## src/rtl/scl_timer_pkg.sv

```systemverilog
package scl_timer_pkg;

  typedef enum logic [1:0] {
    SPD_STD   = 2'd0,
    SPD_FAST  = 2'd1,
    SPD_FPLUS = 2'd2,
    SPD_HIGH  = 2'd3
  } spd_e;

  // Low phase spans two time units in the modes with the asymmetric split.
  function automatic logic low_is_double(input spd_e mode);
    return (mode == SPD_FAST) || (mode == SPD_FPLUS);
  endfunction

endpackage

```

## src/rtl/scl_sense_sync.sv

```systemverilog
module scl_sense_sync #(
  parameter int STAGES = 2
) (
  input  logic clk,
  input  logic rst,
  input  logic line_raw,
  output logic line_seen
);

  generate
    if (STAGES == 0) begin : g_bypass
      assign line_seen = line_raw;
    end else begin : g_chain
      logic stage_q [STAGES];
      for (genvar i = 0; i < STAGES; i++) begin : g_stg
        if (i == 0) begin : g_first
          always_ff @(posedge clk) begin
            if (rst) stage_q[0] <= 1'b1;
            else     stage_q[0] <= line_raw;
          end
        end else begin : g_next
          always_ff @(posedge clk) begin
            if (rst) stage_q[i] <= 1'b1;
            else     stage_q[i] <= stage_q[i-1];
          end
        end
      end
      assign line_seen = stage_q[STAGES-1];
    end
  endgenerate

endmodule

```

## src/rtl/scl_phase_engine.sv

```systemverilog
module scl_phase_engine #(
  parameter int BAUD_W = 16
) (
  input  logic              clk,
  input  logic              rst,
  input  logic              run,
  input  logic [BAUD_W-1:0] unit_len,
  input  logic              low_double,
  input  logic              line_seen,
  output logic              phase_high,
  output logic              boundary
);

  localparam int CW = BAUD_W + 1;

  logic [CW-1:0] cnt_q;
  logic [CW-1:0] low_len;
  logic [CW-1:0] low_last;
  logic [CW-1:0] high_last;

  assign low_len   = low_double ? {unit_len, 1'b0} : {1'b0, unit_len};
  assign low_last  = low_len - CW'(1);
  assign high_last = {1'b0, unit_len} - CW'(1);

  always_ff @(posedge clk) begin
    if (rst || !run) begin
      phase_high <= 1'b1;
      cnt_q      <= '0;
      boundary   <= 1'b0;
    end else begin
      boundary <= 1'b0;
      if (!phase_high) begin
        if (cnt_q == low_last) begin
          phase_high <= 1'b1;
          cnt_q      <= '0;
          boundary   <= 1'b1;
        end else begin
          cnt_q <= cnt_q + CW'(1);
        end
      end else if (line_seen) begin
        // high phase advances only while the line is really high
        if (cnt_q == high_last) begin
          phase_high <= 1'b0;
          cnt_q      <= '0;
          boundary   <= 1'b1;
        end else begin
          cnt_q <= cnt_q + CW'(1);
        end
      end
    end
  end

endmodule

```

## src/rtl/scl_setup_strobe.sv

```systemverilog
module scl_setup_strobe #(
  parameter int SETUP_W = 8
) (
  input  logic               clk,
  input  logic               rst,
  input  logic               run,
  input  logic               phase_high,
  input  logic               line_seen,
  input  logic [SETUP_W-1:0] setup_len,
  output logic               strobe
);

  localparam int SW = SETUP_W + 1;

  logic [SW-1:0] seen_cnt_q;

  always_ff @(posedge clk) begin
    if (rst || !run || !phase_high) begin
      seen_cnt_q <= '0;
      strobe     <= 1'b0;
    end else begin
      strobe <= line_seen && (seen_cnt_q == {1'b0, setup_len});
      // saturate so a long high phase cannot wrap into a second strobe
      if (line_seen && (seen_cnt_q != '1))
        seen_cnt_q <= seen_cnt_q + SW'(1);
    end
  end

endmodule

```

## src/rtl/scl_baud_timer.sv

```systemverilog
module scl_baud_timer
  import scl_timer_pkg::*;
#(
  parameter int BAUD_W      = 16,
  parameter int SETUP_W     = 8,
  parameter int SYNC_STAGES = 2
) (
  input  logic               clk,
  input  logic               rst,
  input  logic [BAUD_W-1:0]  baud_div,
  input  logic [1:0]         speed_sel,
  input  logic [SETUP_W-1:0] setup_len,
  input  logic               scl_in,
  output logic               scl_out,
  output logic               phase_tick,
  output logic               data_ok
);

  logic run;
  logic low_double;
  logic line_seen;
  logic phase_high;

  assign run        = (baud_div != '0);
  assign low_double = low_is_double(spd_e'(speed_sel));

  scl_sense_sync #(.STAGES(SYNC_STAGES)) u_sync (
    .clk       (clk),
    .rst       (rst),
    .line_raw  (scl_in),
    .line_seen (line_seen)
  );

  scl_phase_engine #(.BAUD_W(BAUD_W)) u_engine (
    .clk        (clk),
    .rst        (rst),
    .run        (run),
    .unit_len   (baud_div),
    .low_double (low_double),
    .line_seen  (line_seen),
    .phase_high (phase_high),
    .boundary   (phase_tick)
  );

  scl_setup_strobe #(.SETUP_W(SETUP_W)) u_setup (
    .clk        (clk),
    .rst        (rst),
    .run        (run),
    .phase_high (phase_high),
    .line_seen  (line_seen),
    .setup_len  (setup_len),
    .strobe     (data_ok)
  );

  assign scl_out = phase_high;

endmodule

```

## config.mk

```make
export PLATFORM = sky130hd
export DESIGN_NAME = scl_baud_timer
export DESIGN_NICKNAME = d
export VERILOG_FILES = /design/src/rtl/scl_timer_pkg.sv /design/src/rtl/scl_sense_sync.sv /design/src/rtl/scl_phase_engine.sv /design/src/rtl/scl_setup_strobe.sv /design/src/rtl/scl_baud_timer.sv
export SDC_FILE = /design/constraint.sdc
export NUM_CORES = 1
export LEC_CHECK = 0
export BUFFER_PORTS_ARGS = -buffer_cell sky130_fd_sc_hd__clkbuf_2
export CAP_MARGIN = 20
export CORE_ASPECT_RATIO = 0.9
export CORE_MARGIN = 5
export CORE_UTILIZATION = 52
export CTS_CLUSTER_DIAMETER = 150
export DETAILED_ROUTE_END_ITERATION = 8
export HOLD_SLACK_MARGIN = 0.02
export PLACE_DENSITY = 0.78
export SLEW_MARGIN = 20
export SYNTH_ARGS = -nofsm -noshare
export SYNTH_HDL_FRONTEND = slang
export SYNTH_SLANG_ARGS = --single-unit
```

## constraint.sdc

```tcl
create_clock -name clk -period 6.5 [get_ports clk]
set_input_delay 0.65 -clock clk [delete_from_list [all_inputs] [get_ports clk]]
set_output_delay 0.65 -clock clk [all_outputs]
set_load 0.005 [all_outputs]
```

==> flow_results.xml <==
<?xml version="1.0" encoding="UTF-8"?>
<metrics>
  <group name="run_status">
    <metric name="status" unit="">finished clean</metric>
  </group>
  <group name="sta">
    <metric name="hold_slack" unit="ns">0.417</metric>
    <metric name="worst_pin_slew" unit="ns">0.899</metric>
    <metric name="rsz0062_at_grt" unit="">no</metric>
    <metric name="setup_viol" unit="">0</metric>
    <metric name="slew_headroom" unit="">0.399</metric>
    <metric name="fmax" unit="MHz">258</metric>
    <metric name="drv_slew" unit="">0</metric>
    <metric name="hold_viol_final" unit="">0</metric>
    <metric name="timing.final.crit_period" unit="ns">3.88</metric>
    <metric name="setup_total_negative_slack" unit="ns">0</metric>
    <metric name="fin_skew" unit="ns">0.0121</metric>
    <metric name="fin_crit_sh" unit="">0.597</metric>
  </group>
  <group name="clocking">
    <metric name="clock_insertion_delay_worst_skew" unit="ns">0.29</metric>
    <metric name="postCtsHoldBufs" unit="">0</metric>
    <metric name="cts.htree.levels" unit="">2</metric>
    <metric name="clk_pin_slew_worst_paths" unit="ns">0.08</metric>
    <metric name="tritoncts.num_buffers" unit="">5</metric>
    <metric name="root_buffer" unit="">clkbuf_8</metric>
    <metric name="cts.sink_count" unit="">31</metric>
    <metric name="ctsLongestPathBuffers" unit="">2</metric>
    <metric name="post-cts-setup-buffer-count" unit="">0</metric>
    <metric name="cts_tree" unit="">yes</metric>
    <metric name="cts_resized" unit="">0</metric>
  </group>
  <group name="drt">
    <metric name="avgRoutedWirePerCell" unit="um">16.4</metric>
    <metric name="detailedRoute.firstPassIterationCount" unit="">5</metric>
    <metric name="antenna_left" unit="">0</metric>
    <metric name="initialDrtViolationCount" unit="">317</metric>
    <metric name="route.final.wire_length" unit="um">8020</metric>
    <metric name="drc" unit="">0</metric>
    <metric name="routed-via-count" unit="">3102</metric>
    <metric name="vias_per_instance" unit="">6.36</metric>
  </group>
  <group name="grt">
    <metric name="gr-usage-all-layers" unit="">0.207</metric>
    <metric name="pin_count_of_the_biggest_net_entering_global_routing" unit="">31</metric>
    <metric name="gr-total-overflow" unit="">0</metric>
    <metric name="grt_pass1_wl" unit="um">13400</metric>
    <metric name="number_of_antenna_violations_at_the_first_check_in_global_routing" unit="">0</metric>
    <metric name="first_global_vias" unit="">2778</metric>
  </group>
  <group name="critical_path">
    <metric name="worstReg2RegEnd" unit="">u_engine.cnt_q[3]</metric>
    <metric name="cp-end-kind" unit="">flip-flop</metric>
    <metric name="rrSetupSlack" unit="ns">3.65</metric>
    <metric name="max_stage_delay_on_crit_path" unit="ns">0.72</metric>
    <metric name="crit_fanout" unit="">25</metric>
    <metric name="timing.critical_path.required" unit="ns">6.71</metric>
    <metric name="crit_path_cell_trace" unit="">clkbuf_2 -&gt; xor2_1 -&gt; a21oi_1 -&gt; ha_1 -&gt; nor3b_1 -&gt; mux2_2 -&gt; o21ai_0 -&gt; o221a_2 -&gt; nor4_1 -&gt; and4_1 -&gt; a31oi_4 -&gt; nand2_1 -&gt; o21ai_0</metric>
    <metric name="timing.critical_path.slowest_stage_cell" unit="">xor2_1</metric>
    <metric name="r2r_path_start" unit="">u_engine.cnt_q[12]</metric>
    <metric name="crit_arrival" unit="ns">4.09</metric>
    <metric name="r2r_cells" unit="">9</metric>
    <metric name="classification_of_the_worst_setup_path" unit="">in -&gt; reg</metric>
    <metric name="startpoint_type" unit="">primary input</metric>
    <metric name="critical_path.most_common_cell" unit="">o21ai_0</metric>
  </group>
  <group name="floorplan">
    <metric name="ioPinCount" unit="">32</metric>
    <metric name="floorplan.die.height" unit="um">84.0</metric>
    <metric name="floorplan.die_area" unit="um2">7750</metric>
    <metric name="total_number_of_placement_rows" unit="">27</metric>
    <metric name="x_dimension_of_the_die" unit="um">92.2</metric>
    <metric name="core" unit="um2">6010</metric>
    <metric name="initial_core_util" unit="">0.526</metric>
  </group>
  <group name="logic_synthesis">
    <metric name="synth.avg_cell_area" unit="um2">7.57</metric>
    <metric name="synth_area" unit="um2">3170</metric>
    <metric name="syn-instance-count" unit="">418</metric>
    <metric name="syn-num-nets" unit="">452</metric>
    <metric name="ys_ff_latch" unit="">31</metric>
    <metric name="yosys_warnings" unit="">0</metric>
    <metric name="synth_cell_types" unit="">64</metric>
    <metric name="synth_top_flop_cell" unit="">dfxtp_1</metric>
    <metric name="synth-edff-count" unit="">0</metric>
    <metric name="async_flop_share" unit="">0</metric>
    <metric name="synth.yosys.seq_area_share" unit="">0.196</metric>
  </group>
  <group name="power_and_ir_drop">
    <metric name="p_sw_frac" unit="">0.346</metric>
    <metric name="cellInternalPower" unit="mW">0.332</metric>
    <metric name="total_switching_power" unit="mW">0.176</metric>
    <metric name="power.leakage" unit="nW">1.25</metric>
    <metric name="power.share.sequential" unit="">0.411</metric>
    <metric name="power.combinational.fraction" unit="">0.280</metric>
    <metric name="share_clk_of_total_power" unit="">0.310</metric>
    <metric name="vdd_drop_max" unit="V">0.000152</metric>
    <metric name="power_density" unit="nW/um2">153</metric>
  </group>
  <group name="cells_and_area">
    <metric name="final_util" unit="">0.551</metric>
    <metric name="antennaDiodeCount" unit="">0</metric>
    <metric name="leading_cell_types_in_the_layout_fill_and_taps_excluded" unit="">39 x nand2_1, 31 x nor2_1, 31 x clkbuf_2, 31 x dfxtp_1, 29 x xnor2_1</metric>
    <metric name="final_common_cell" unit="">nand2_1</metric>
    <metric name="synthToLayoutAreaGrowth" unit="%">4.62</metric>
    <metric name="final_net_count" unit="">449</metric>
    <metric name="post_route_cells_drive_above_1_share" unit="">0.147</metric>
  </group>
  <group name="hold_path">
    <metric name="holdPathEnd" unit="">u_sync.g_chain.stage_q[1]</metric>
    <metric name="hold_path_class" unit="">reg -&gt; reg</metric>
    <metric name="hold_start" unit="">u_sync.g_chain.stage_q[0]</metric>
    <metric name="hold_path_depth" unit="">1</metric>
  </group>
  <group name="placed_design">
    <metric name="globalplace.congestion" unit="">0.956</metric>
    <metric name="dp_hpwl" unit="um">6000</metric>
    <metric name="port_buffers" unit="">31</metric>
  </group>
  <group name="job">
    <metric name="drv_cap" unit="">0</metric>
  </group>
</metrics>
metal layers:
metal	vias up	part of all wire	global-route usage
met5	-	0	0
met4	0	0.0074	0.0364
met3	11	0.081	0.0406
met2	126	0.45	0.327
met1	1451	0.46	0.295
li1	1514	-	-
sequential cells by signal, summed over array words and instances (netlist names):
register and count:
u_engine.phase_high 1, u_setup.seen_cnt_q 9, u_engine.cnt_q 17, u_sync.g_chain.stage_q 2
u_engine.boundary 1, u_setup.strobe 1
layout make-up:
cell class | count | area, um2
fill | 562 | 2700
timing repair buffer | 32 | 163
multi-input combinational | 337 | 2320
sequential | 31 | 621
clock buffer | 5 | 68.8
inverter | 8 | 30.0
clock inverter | 3 | 23.8
tap | 72 | 90.1
logic make-up (layout without fill, tap and decap cells):
| kind of cell | Yosys count | count (layout) | synth area share |
|---|---|---|---|
| flip-flops | 31 | 31 | 0.196 |
| adder cells (fa/ha/maj) | 5 | 5 | 0.0198 |
| multiplexers | 20 | 20 | 0.0644 |
| buffers and inverters | 50 | 48 | 0.0747 |
| AO/OA/AOI/OAI | 75 | 75 | 0.167 |
| AND/OR/NAND/NOR | 179 | 179 | 0.315 |
| XOR/XNOR | 58 | 58 | 0.163 |
worst max-delay path, delay by kind of cell:
family	cells	cell delay [ns]
AO/OA/AOI/OAI	5	1.26
AND/OR/NAND/NOR	4	0.74
XOR/XNOR	1	0.72
multiplexers	1	0.30
adder cells (fa/ha/maj)	1	0.27
buffers and inverters	1	0.12
power by group through the flow:
stage / logic (mW) / registers [mW] / clock network (mW)
after floorplan: 0.121 / 0.204 / 0
after global placement: 0.136 / 0.213 / 0
after detailed placement: 0.140 / 0.213 / 0
after CTS: 0.140 / 0.209 / 0.162
after global routing: 0.156 / 0.210 / 0.171
final: 0.142 / 0.209 / 0.157
per-stage QoR:
step           std cells  setup WS [ns]  area [um2]  power [mW]
2_1_floorplan        418           3.14        3170       0.324
3_3_place_gp         480           2.57        3210       0.349
3_5_place_dp         480           2.38        3210       0.353
4_1_cts              488           2.67        3300       0.510
5_1_grt              488           2.36        3310       0.538
6_report             488           2.62        3310       0.508
Yosys cell counts, types with 3 or more instances:
master / number / area, um2
nand4_1: 8 / 50.1
or3_1: 3 / 18.8
clkbuf_1: 27 / 101
buf_2: 7 / 35.0
a21oi_1: 9 / 45.0
nand2b_1: 4 / 25.0
nand3b_1: 6 / 45.0
dfxtp_1: 31 / 621
and3_1: 8 / 50.1
xor2_1: 28 / 245
or2_2: 4 / 25.0
inv_1: 8 / 30.0
nor3_1: 12 / 60.1
nor4_1: 9 / 56.3
a31oi_1: 18 / 113
a211oi_1: 4 / 30.0
a2111oi_0: 3 / 26.3
o21ai_1: 5 / 25.0
o31ai_1: 3 / 22.5
mux2i_1: 17 / 170
nand3_1: 21 / 105
nor4b_1: 3 / 26.3
nor2b_1: 5 / 31.3
xnor2_1: 29 / 254
o21ai_0: 10 / 50.1
nand4b_1: 8 / 70.1
buf_6: 4 / 45.0
nand2_1: 39 / 146
mux2_2: 3 / 33.8
ha_1: 5 / 62.6
a32oi_1: 5 / 43.8
nor2_1: 31 / 116
how the worst max path moves through the flow:
stage | from | end | depth (start not counted)
after floorplan | speed_sel[1] | u_engine.cnt_q[10] | 14
after global placement | speed_sel[1] | u_engine.cnt_q[3] | 13
after detailed placement | speed_sel[1] | u_engine.cnt_q[3] | 13
after CTS | speed_sel[1] | u_engine.cnt_q[3] | 13
after global routing | speed_sel[1] | u_engine.cnt_q[3] | 14
final | speed_sel[1] | u_engine.cnt_q[3] | 13
(Power assumes the default switching activity.)
